## config.mk

```make
export PLATFORM = sky130hd
export DESIGN_NAME = gpio_irq_ctrl
export DESIGN_NICKNAME = d
export VERILOG_FILES = /design/src/rtl/gpio_irq_pkg.sv /design/src/rtl/gpio_irq_sync.sv /design/src/rtl/gpio_irq_detect.sv /design/src/rtl/gpio_irq_regs.sv /design/src/rtl/gpio_irq_ctrl.sv
export SDC_FILE = /design/constraint.sdc
export NUM_CORES = 1
export LEC_CHECK = 0
export BUFFER_PORTS_ARGS = -buffer_cell sky130_fd_sc_hd__buf_2
export CORE_ASPECT_RATIO = 1.4
export CORE_MARGIN = 2
export CORE_UTILIZATION = 40
export DETAILED_ROUTE_END_ITERATION = 7
export PLACE_DENSITY_LB_ADDON = 0.2
export SLEW_MARGIN = 20
export SYNTH_ARGS = -nofsm -noshare
export SYNTH_HDL_FRONTEND = slang
export SYNTH_HIERARCHICAL = 1
export SYNTH_SLANG_ARGS = --single-unit
```

## constraint.sdc

```tcl
create_clock -name clk -period 2.3 [get_ports clk]
set_input_delay 0.46 -clock clk [delete_from_list [all_inputs] [get_ports clk]]
set_output_delay 0.46 -clock clk [all_outputs]
set_load 0.01 [all_outputs]
```

## src/rtl/gpio_irq_pkg.sv

```systemverilog
`timescale 1ns/1ps
package gpio_irq_pkg;

    localparam int ADDR_W = 5;
    localparam int IDX_W  = ADDR_W - 2;
    localparam int SYNC_STAGES = 2;

    typedef enum logic [IDX_W-1:0] {
        SEL_LEVEL  = 3'd0,
        SEL_KIND   = 3'd1,
        SEL_SENSE  = 3'd2,
        SEL_ENABLE = 3'd3,
        SEL_MASK   = 3'd4,
        SEL_FLAGS  = 3'd5
    } reg_sel_e;

    localparam int NUM_CFG = 4;
    localparam logic [ADDR_W-1:0] ADDR_FLAGS = 5'h14;

    typedef enum logic {
        BUS_IDLE = 1'b0,
        BUS_RESP = 1'b1
    } bus_state_e;

endpackage

```

## src/rtl/gpio_irq_sync.sv

```systemverilog
`timescale 1ns/1ps
module gpio_irq_sync #(
    parameter int NPINS  = 32,
    parameter int STAGES = 2
) (
    input  logic             clk,
    input  logic             rst_n,
    input  logic [NPINS-1:0] raw_in,
    output logic [NPINS-1:0] sync_out
);

    logic [NPINS-1:0] stage_q [STAGES];

    for (genvar s = 0; s < STAGES; s++) begin : g_stage
        logic [NPINS-1:0] feed;
        if (s == 0) begin : g_first
            assign feed = raw_in;
        end else begin : g_next
            assign feed = stage_q[s-1];
        end

        always_ff @(posedge clk or negedge rst_n) begin
            if (!rst_n) begin
                stage_q[s] <= '0;
            end else begin
                stage_q[s] <= feed;
            end
        end
    end

    assign sync_out = stage_q[STAGES-1];

endmodule

```

## src/rtl/gpio_irq_detect.sv

```systemverilog
`timescale 1ns/1ps
module gpio_irq_detect #(
    parameter int NPINS = 32
) (
    input  logic             clk,
    input  logic             rst_n,
    input  logic [NPINS-1:0] level_in,
    input  logic [NPINS-1:0] kind_in,
    input  logic [NPINS-1:0] sense_in,
    input  logic [NPINS-1:0] clear_in,
    output logic [NPINS-1:0] flag_out
);

    logic [NPINS-1:0] prev_q;

    always_ff @(posedge clk or negedge rst_n) begin
        if (!rst_n) begin
            prev_q <= '0;
        end else begin
            prev_q <= level_in;
        end
    end

    for (genvar p = 0; p < NPINS; p++) begin : g_pin
        logic rise;
        logic fall;
        logic hit;
        logic active_lvl;
        logic latch_q;
        logic latch_d;

        always_comb begin
            rise       = level_in[p] & ~prev_q[p];
            fall       = ~level_in[p] & prev_q[p];
            hit        = sense_in[p] ? rise : fall;
            active_lvl = ~(level_in[p] ^ sense_in[p]);
            if (kind_in[p]) begin
                latch_d = 1'b0;
            end else begin
                latch_d = (latch_q & ~clear_in[p]) | hit;
            end
        end

        always_ff @(posedge clk or negedge rst_n) begin
            if (!rst_n) begin
                latch_q <= 1'b0;
            end else begin
                latch_q <= latch_d;
            end
        end

        assign flag_out[p] = kind_in[p] ? active_lvl : latch_q;
    end

endmodule

```

## src/rtl/gpio_irq_regs.sv

```systemverilog
`timescale 1ns/1ps
module gpio_irq_regs
    import gpio_irq_pkg::*;
#(
    parameter int NPINS = 32
) (
    input  logic              clk,
    input  logic              rst_n,
    input  logic              req_valid,
    input  logic              req_write,
    input  logic [ADDR_W-1:0] req_addr,
    input  logic [NPINS-1:0]  req_wdata,
    input  logic [NPINS-1:0]  req_wbits,
    input  logic [NPINS-1:0]  level_in,
    input  logic [NPINS-1:0]  flag_in,
    output logic [NPINS-1:0]  kind_q,
    output logic [NPINS-1:0]  sense_q,
    output logic [NPINS-1:0]  enable_q,
    output logic [NPINS-1:0]  mask_q,
    output logic [NPINS-1:0]  clear_out,
    output logic              req_ready,
    output logic              rd_valid,
    output logic [NPINS-1:0]  rd_data
);

    bus_state_e       state_q;
    bus_state_e       state_d;
    logic [IDX_W-1:0] idx;
    logic             aligned;
    logic             mapped;
    reg_sel_e         sel;
    logic             accept;
    logic             wr_en;
    logic             rd_en;
    logic [NPINS-1:0] rd_mux;
    logic [NPINS-1:0] rd_data_q;
    logic [NPINS-1:0] cfg_q [NUM_CFG];

    assign idx     = req_addr[ADDR_W-1:2];
    assign aligned = (req_addr[1:0] == 2'b00);
    assign mapped  = aligned && (idx <= IDX_W'(SEL_FLAGS));
    assign sel     = reg_sel_e'(idx);
    assign accept  = req_valid && (state_q == BUS_IDLE);
    assign wr_en   = accept && req_write && mapped;
    assign rd_en   = accept && !req_write;

    // next-state logic
    always_comb begin
        state_d = state_q;
        unique case (state_q)
            BUS_IDLE: begin
                if (rd_en) begin
                    state_d = BUS_RESP;
                end
            end
            BUS_RESP: begin
                state_d = BUS_IDLE;
            end
        endcase
    end

    // state register
    always_ff @(posedge clk or negedge rst_n) begin
        if (!rst_n) begin
            state_q <= BUS_IDLE;
        end else begin
            state_q <= state_d;
        end
    end

    // state outputs
    always_comb begin
        req_ready = 1'b0;
        rd_valid  = 1'b0;
        unique case (state_q)
            BUS_IDLE: req_ready = 1'b1;
            BUS_RESP: rd_valid  = 1'b1;
        endcase
    end

    // configuration registers, one per selector after the level register
    for (genvar g = 0; g < NUM_CFG; g++) begin : g_cfg
        localparam reg_sel_e GSEL = reg_sel_e'(IDX_W'(g + 1));
        always_ff @(posedge clk or negedge rst_n) begin
            if (!rst_n) begin
                cfg_q[g] <= '0;
            end else if (wr_en && (sel == GSEL)) begin
                cfg_q[g] <= (cfg_q[g] & ~req_wbits) | (req_wdata & req_wbits);
            end
        end
    end

    assign kind_q   = cfg_q[0];
    assign sense_q  = cfg_q[1];
    assign enable_q = cfg_q[2];
    assign mask_q   = cfg_q[3];

    always_comb begin
        rd_mux = '0;
        if (mapped) begin
            case (sel)
                SEL_LEVEL:  rd_mux = level_in;
                SEL_KIND:   rd_mux = kind_q;
                SEL_SENSE:  rd_mux = sense_q;
                SEL_ENABLE: rd_mux = enable_q;
                SEL_MASK:   rd_mux = mask_q;
                SEL_FLAGS:  rd_mux = flag_in;
                default:    rd_mux = '0;
            endcase
        end
    end

    always_ff @(posedge clk or negedge rst_n) begin
        if (!rst_n) begin
            rd_data_q <= '0;
        end else if (rd_en) begin
            rd_data_q <= rd_mux;
        end
    end

    assign rd_data   = rd_data_q;
    assign clear_out = (rd_en && mapped && (sel == SEL_FLAGS)) ? flag_in : '0;

endmodule

```

## src/rtl/gpio_irq_ctrl.sv

```systemverilog
`timescale 1ns/1ps
module gpio_irq_ctrl
    import gpio_irq_pkg::*;
#(
    parameter int NPINS = 32
) (
    input  logic              clk,
    input  logic              rst_n,
    input  logic [NPINS-1:0]  pin_in,
    input  logic              req_valid,
    output logic              req_ready,
    input  logic              req_write,
    input  logic [ADDR_W-1:0] req_addr,
    input  logic [NPINS-1:0]  req_wdata,
    input  logic [NPINS-1:0]  req_wbits,
    output logic              rd_valid,
    output logic [NPINS-1:0]  rd_data,
    output logic              irq_out
);

    logic [NPINS-1:0] sync_lvl;
    logic [NPINS-1:0] kind_q;
    logic [NPINS-1:0] sense_q;
    logic [NPINS-1:0] en_q;
    logic [NPINS-1:0] mask_q;
    logic [NPINS-1:0] clear_vec;
    logic [NPINS-1:0] flag_vec;
    logic             irq_q;

    gpio_irq_sync #(
        .NPINS  (NPINS),
        .STAGES (SYNC_STAGES)
    ) u_sync (
        .clk      (clk),
        .rst_n    (rst_n),
        .raw_in   (pin_in),
        .sync_out (sync_lvl)
    );

    gpio_irq_detect #(
        .NPINS (NPINS)
    ) u_detect (
        .clk      (clk),
        .rst_n    (rst_n),
        .level_in (sync_lvl),
        .kind_in  (kind_q),
        .sense_in (sense_q),
        .clear_in (clear_vec),
        .flag_out (flag_vec)
    );

    gpio_irq_regs #(
        .NPINS (NPINS)
    ) u_regs (
        .clk       (clk),
        .rst_n     (rst_n),
        .req_valid (req_valid),
        .req_write (req_write),
        .req_addr  (req_addr),
        .req_wdata (req_wdata),
        .req_wbits (req_wbits),
        .level_in  (sync_lvl),
        .flag_in   (flag_vec),
        .kind_q    (kind_q),
        .sense_q   (sense_q),
        .enable_q  (en_q),
        .mask_q    (mask_q),
        .clear_out (clear_vec),
        .req_ready (req_ready),
        .rd_valid  (rd_valid),
        .rd_data   (rd_data)
    );

    always_ff @(posedge clk or negedge rst_n) begin
        if (!rst_n) begin
            irq_q <= 1'b0;
        end else begin
            irq_q <= |(flag_vec & en_q & ~mask_q);
        end
    end

    assign irq_out = irq_q;

endmodule

```

==> results of run 1 <==
## Yosys cell counts, drive strengths merged (30+ instances only)
cell and instances:
a31oi 32, and2 47, buf 48, clkbuf 47, dfrtp 290, mux2 191
mux2i 36, nand2 43, nand2b 33, nand3b 32, nand4 129, nor4bb 30
or3b 33, xnor2 32
## per-layer routing
layer / part of all wire [%] / global-route usage, % / vias up
met4: 2.2 / 6.40 / 0
met5: 0 / 0 / -
li1: - / - / 4862
met1: 43 / 29.6 / 5549
met3: 5.0 / 2.93 / 56
met2: 49 / 37.1 / 274
## cell type report
| type | count | area [um^2] |
|---|---|---|
| Fill cell | 3237 | 18000 |
| Sequential cell | 290 | 7260 |
| Multi-Input combinational cell | 799 | 6600 |
| Timing Repair Buffer | 212 | 1550 |
| Clock buffer | 46 | 952 |
| Tap cell | 456 | 571 |
| Clock inverter | 9 | 128 |
| Inverter | 2 | 7.51 |
## how the worst max path moves through the flow
stage / from / endpoint / slack [ps] / depth (start not counted)
after floorplan: req_write / u_detect/g_pin[6].latch_q$_DFF_PN0_ / 440 / 8
after global placement: req_write / u_detect/g_pin[21].latch_q$_DFF_PN0_ / 290 / 8
after detailed placement: req_write / u_detect/g_pin[25].latch_q$_DFF_PN0_ / 270 / 8
after CTS: u_regs/state_q$_DFF_PN0_ / u_detect/g_pin[2].latch_q$_DFF_PN0_ / 360 / 7
after global routing: u_regs/state_q$_DFF_PN0_ / u_detect/g_pin[20].latch_q$_DFF_PN0_ / 270 / 7
final: u_regs/state_q$_DFF_PN0_ / u_detect/g_pin[2].latch_q$_DFF_PN0_ / 350 / 7
## per-stage QoR
stage / std cells / setup slack (ps)
detailed placement: 1727 / 272
global placement: 1727 / 293
global route: 1814 / 270
CTS: 1814 / 361
finish: 1814 / 348
floorplan: 1186 / 436
## critical path, delay by kind of cell (launching register included)
kind,cells,cell delay [ps]
buffers and inverters,2,350
AOI/OAI and AO/OA,1,70
and+or+nand+nor,4,960
DFF,1,430
## cell families after synthesis
group | Yosys count | share of synthesized area [%]
AND/OR/NAND/NOR | 398 | 19.2
flip-flops | 290 | 51.0
multiplexers | 227 | 17.6
AO/OA/AOI/OAI | 142 | 7.26
buffers and inverters | 97 | 3.00
XOR/XNOR | 32 | 1.97
## repair_timing
item                                    in CTS  in global routing
hold buffers                                32                  0
endpoints found under the setup margin       0                  0
endpoints found under the hold margin       75                  0
## report_power, final
| part | internal (W) | switching [W] | total (W) |
|---|---|---|---|
| registers | 0.00549 | 0.000313 | 0.00580 |
| clock network | 0.00317 | 0.00210 | 0.00527 |
| logic | 0.000768 | 0.000905 | 0.00167 |
| total | 0.00943 | 0.00332 | 0.0127 |
==> flow_summary.ini, run 1 <==
[sta]
setup_viol = 0
rsz0062_at_grt = false
worstMarginPinSlew_ps = 1070
hold_viol = 0
skew_ps = 19.8
drv_slew = 0
fmax_mhz = 512
min_period_over_period_pct = 84.9
relSlewSlack_pct = 28.5
fin_hold_ws_ps = 34.7
min_period_ps = 1950
fin_tns_setup_ps = 0

[run_status]
outcome = finished clean

[logic_synthesis]
synth_area_leaders = dfrtp_1, mux2_2, mux2_1
yosysTopAreaCellShare_pct = 51.0
syn_inst = 1186
synth_top_cell_by_area = dfrtp_1
ys_warn_count = 6
synth.distinct_cells = 40
synth_fp_nets = 1291
synth_edf_count = 0
synth-async-reset-ratio_pct = 100
yosysSeqAreaShare_pct = 51.0
syn_area_mm2 = 0.0142
ys_ff_latch = 290
ys.flop_type = dfrtp_1
postSynthAreaPerCell_um2 = 12.0

[clock_network]
numCtsBuffers = 31
clkSinkCount = 290
cts_setup_buffers = 0
root_buffer = clkbuf_16
clockBufferDepth = 3
clkLatencyLatePin_ps = 590
htree_levels = 1
cts_resized = 0
cts_tree = done
cts.clk_slew.worst_paths_ps = 60

[worst_hold_path]
hp-start = pin_in[26]
hold_depth = 1
hp-class = primary input to register
min_to = u_sync/g_stage[1].feed[26]$_DFF_PN0_

[setup_path]
reg2reg_depth = 7
crit_type = register to register
worstSetupEndpointType = register
cp_slowest_cell = or3b_1
worstPathRequired_ps = 2750
r2r_slack_ps = 350
path_cells = or3b_1 > inv_2 > and4_1 > buf_4 > and2_1 > nand2b_1 > a31oi_1
r2r-end = u_detect/g_pin[2].latch_q$_DFF_PN0_
cp_data_arrival_time_ps = 2400
cp-start-kind = register
cp_max_fo = 12
reg2reg_from = u_regs/state_q$_DFF_PN0_
critPathMaxStageDelay_ps = 460

[route]
drt_iter0_drc = 707
vias_per_cell = 5.92
first_pass_iters = 5
antenna_left = 0
drc = 0
routedWlPerCell_um = 22.3
drt-total-wl_um = 40400
vias = 10700

[floorplan]
io_pins = 140
chipWidth_um = 163
die_area_mm2 = 0.0371
die_y_um = 227
rows = 81
core_mm2 = 0.0351
start_util_pct = 40.6

[placed_design]
globalplace.congestion = 0.767
placed_area_mm2 = 0.0157
place.port_buffers = 139
dp_hpwl_um = 26000

[finish]
final_cell_mix = dfrtp_1, buf_2, nand4_1
final_net_count = 1441
final_common_cell = dfrtp_1
num_antenna_cells = 0
drive_gt1_share_pct = 25.7
fin_area_mm2 = 0.0171
syn2layout_area_growth_pct = 19.8
utilization_pct = 48.7

[grt]
grt_max_degree = 65
grt_pass1_vias = 11000
grt_pass1_wl_um = 63500
grt_remaining_overflow = 0
antenna_found_initial = 0
grt_usage_pct = 22.0

[flow_run]
cap_viol_max_count = 0

[power]
peakVddDrop_uv = 562
p_total_w = 0.0127
power_density_mw_per_mm2 = 747
power_leakage_nw = 7.43
Power figures use the tool's default switching activity.
==> run 2: changes to the inputs <==
==> constraint.sdc (replaced) <==
create_clock -name clk -period 1.85 [get_ports clk]
set_input_delay 0.37 -clock clk [delete_from_list [all_inputs] [get_ports clk]]
set_output_delay 0.37 -clock clk [all_outputs]
set_load 0.01 [all_outputs]
==> run 2 against run 1 <==
Critical endpoint is now u_detect/g_pin[18].latch_q$_DFF_PN0_. First-iteration DRC count increased by 3.0%. Power up 25%. Via count increased by 2.2%. Largest cell class unchanged. Combinational power grew 34%. Global-route usage is 0.39 points higher. Utilization grew 1.7 points.
==> flow_summary.ini, run 2 (synthesized netlist as in run 1, its figures left out) <==
[run_status]
outcome = finished clean

[floorplan]
die_area_mm2 = 0.0371
rows = 81
io_pins = 140
chipWidth_um = 163
core_mm2 = 0.0351
start_util_pct = 40.6
die_y_um = 227

[grt]
grt_max_degree = 77
grt_pass1_wl_um = 64700
grt_remaining_overflow = 0
grt_usage_pct = 22.4
grt_pass1_vias = 11300
antenna_found_initial = 2

[sta]
fin_ws_ps = 25.7
setup_viol = 0
hold_viol = 0
relSlewSlack_pct = 25.9
min_period_ps = 1820
rsz0062_at_grt = true
fmax_mhz = 548
fin_hold_ws_ps = 45.3
worstMarginPinSlew_ps = 1110
drv_slew = 0
min_period_over_period_pct = 98.6
skew_ps = 8.40

[setup_path]
r2r_slack_ps = 30
cp-start-kind = register
critPathMaxStageDelay_ps = 400
worstPathRequired_ps = 2300
critPathBufInv = 2
worstSetupEndpointType = register
crit_type = register to register
r2r-end = u_detect/g_pin[18].latch_q$_DFF_PN0_
path_cells = or3b_4 > inv_4 > and4_4 > buf_12 > and2_1 > nand2b_4 > a31oi_2
cp_max_fo = 7
crit_family = simple AND/OR/NAND/NOR gates
reg2reg_from = u_regs/state_q$_DFF_PN0_
critPathLaunch = u_regs/state_q$_DFF_PN0_
cp_slowest_cell = or3b_4
reg2reg_depth = 7
cp_data_arrival_time_ps = 2280

[worst_hold_path]
hp-start = req_wdata[19]
hold_depth = 2
hp-class = primary input to register

[finish]
syn2layout_area_growth_pct = 23.9
drive_gt1_share_pct = 28.8
final_common_cell = dfrtp_1
fin_area_mm2 = 0.0177
final_net_count = 1490
final_cell_mix = dfrtp_1, buf_2, nand4_1

[route]
drt_iter0_drc = 728
antenna_left = 0
vias_per_cell = 5.88
drt-total-wl_um = 41900
vias = 11000
first_pass_iters = 7
routedWlPerCell_um = 22.5
drc = 0

[power]
peakVddDrop_uv = 737
p_total_w = 0.0160
power_leakage_nw = 7.73
power_density_mw_per_mm2 = 904

[clock_network]
clockBufferDepth = 3
numCtsBuffers = 30
clkSinkCount = 290
cts.clk_slew.worst_paths_ps = 60
clkLatencyLatePin_ps = 580
cts_tree = done
htree_levels = 1
root_buffer = clkbuf_16

[placed_design]
placed_area_mm2 = 0.0161
place.port_buffers = 139
pre_cts_slack_ps = -71.6
globalplace.congestion = 0.787
dp_hpwl_um = 27200

[flow_run]
cap_viol_max_count = 0
run 2: layer usage:
metal	wire length [um]	GRT usage, %	up-vias
met5	12	0	-
met4	945	6.93	2
met3	2360	3.13	68
met2	20600	37.9	326
met1	18000	29.7	5630
li1	-	-	4949
run 2: worst reg2reg max path: stages, from the launching register on:
cell and delay [ps]:
dfrtp_1 380, or3b_4 400, inv_4 90, and4_4 320
buf_12 160, and2_1 140, nand2b_4 120, a31oi_2 90
run 2: timing repair:
item / CTS / global route
buffers inserted: 0 / 2
setup endpoints to repair: 0 / 46
endpoints found under the hold margin: 322 / 0
resized for setup: 0 / 12
hold buffers: 33 / 0
run 2: worst max-delay path by stage:
| stage | to | slack, ps | depth (start not counted) |
|---|---|---|---|
| 6_report | u_detect/g_pin[18].latch_q$_DFF_PN0_ | 30 | 7 |
| 5_1_grt | u_detect/g_pin[18].latch_q$_DFF_PN0_ | -20 | 7 |
| 4_1_cts | u_detect/g_pin[22].latch_q$_DFF_PN0_ | 0.4 | 7 |
| 3_5_place_dp | u_detect/g_pin[22].latch_q$_DFF_PN0_ | -70 | 8 |
| 3_3_place_gp | u_detect/g_pin[7].latch_q$_DFF_PN0_ | -40 | 8 |
| 2_1_floorplan | u_detect/g_pin[6].latch_q$_DFF_PN0_ | -10 | 8 |
run 2: stage by stage:
stage | setup TNS, ps | util (%) | instances
after floorplan | -322 | - | 1186
final | 0 | 50.3 | 1865
after CTS | 0 | 50.0 | 1859
after detailed placement | -1850 | 46.0 | 1771
after global placement | -891 | 46.0 | 1771
after global routing | -225 | 50.3 | 1864
run 2: final cells by class:
cell class              count  area [um^2]
clock buffers              43          890
repair buffers            262         2110
fillers                  3213        17400
clock inverters            12          174
well taps                 456          571
flip-flops and latches    290         7260
multi-input cells         799         6640
diodes                      1         2.50
inverters                   2         10.0
run 2: power breakdown:
group	switching, W	internal, W	total (W)
Clock	0.00263	0.00389	0.00652
Combinational	0.00118	0.00106	0.00224
Sequential	0.000383	0.00682	0.00720
Total	0.00420	0.0118	0.0160
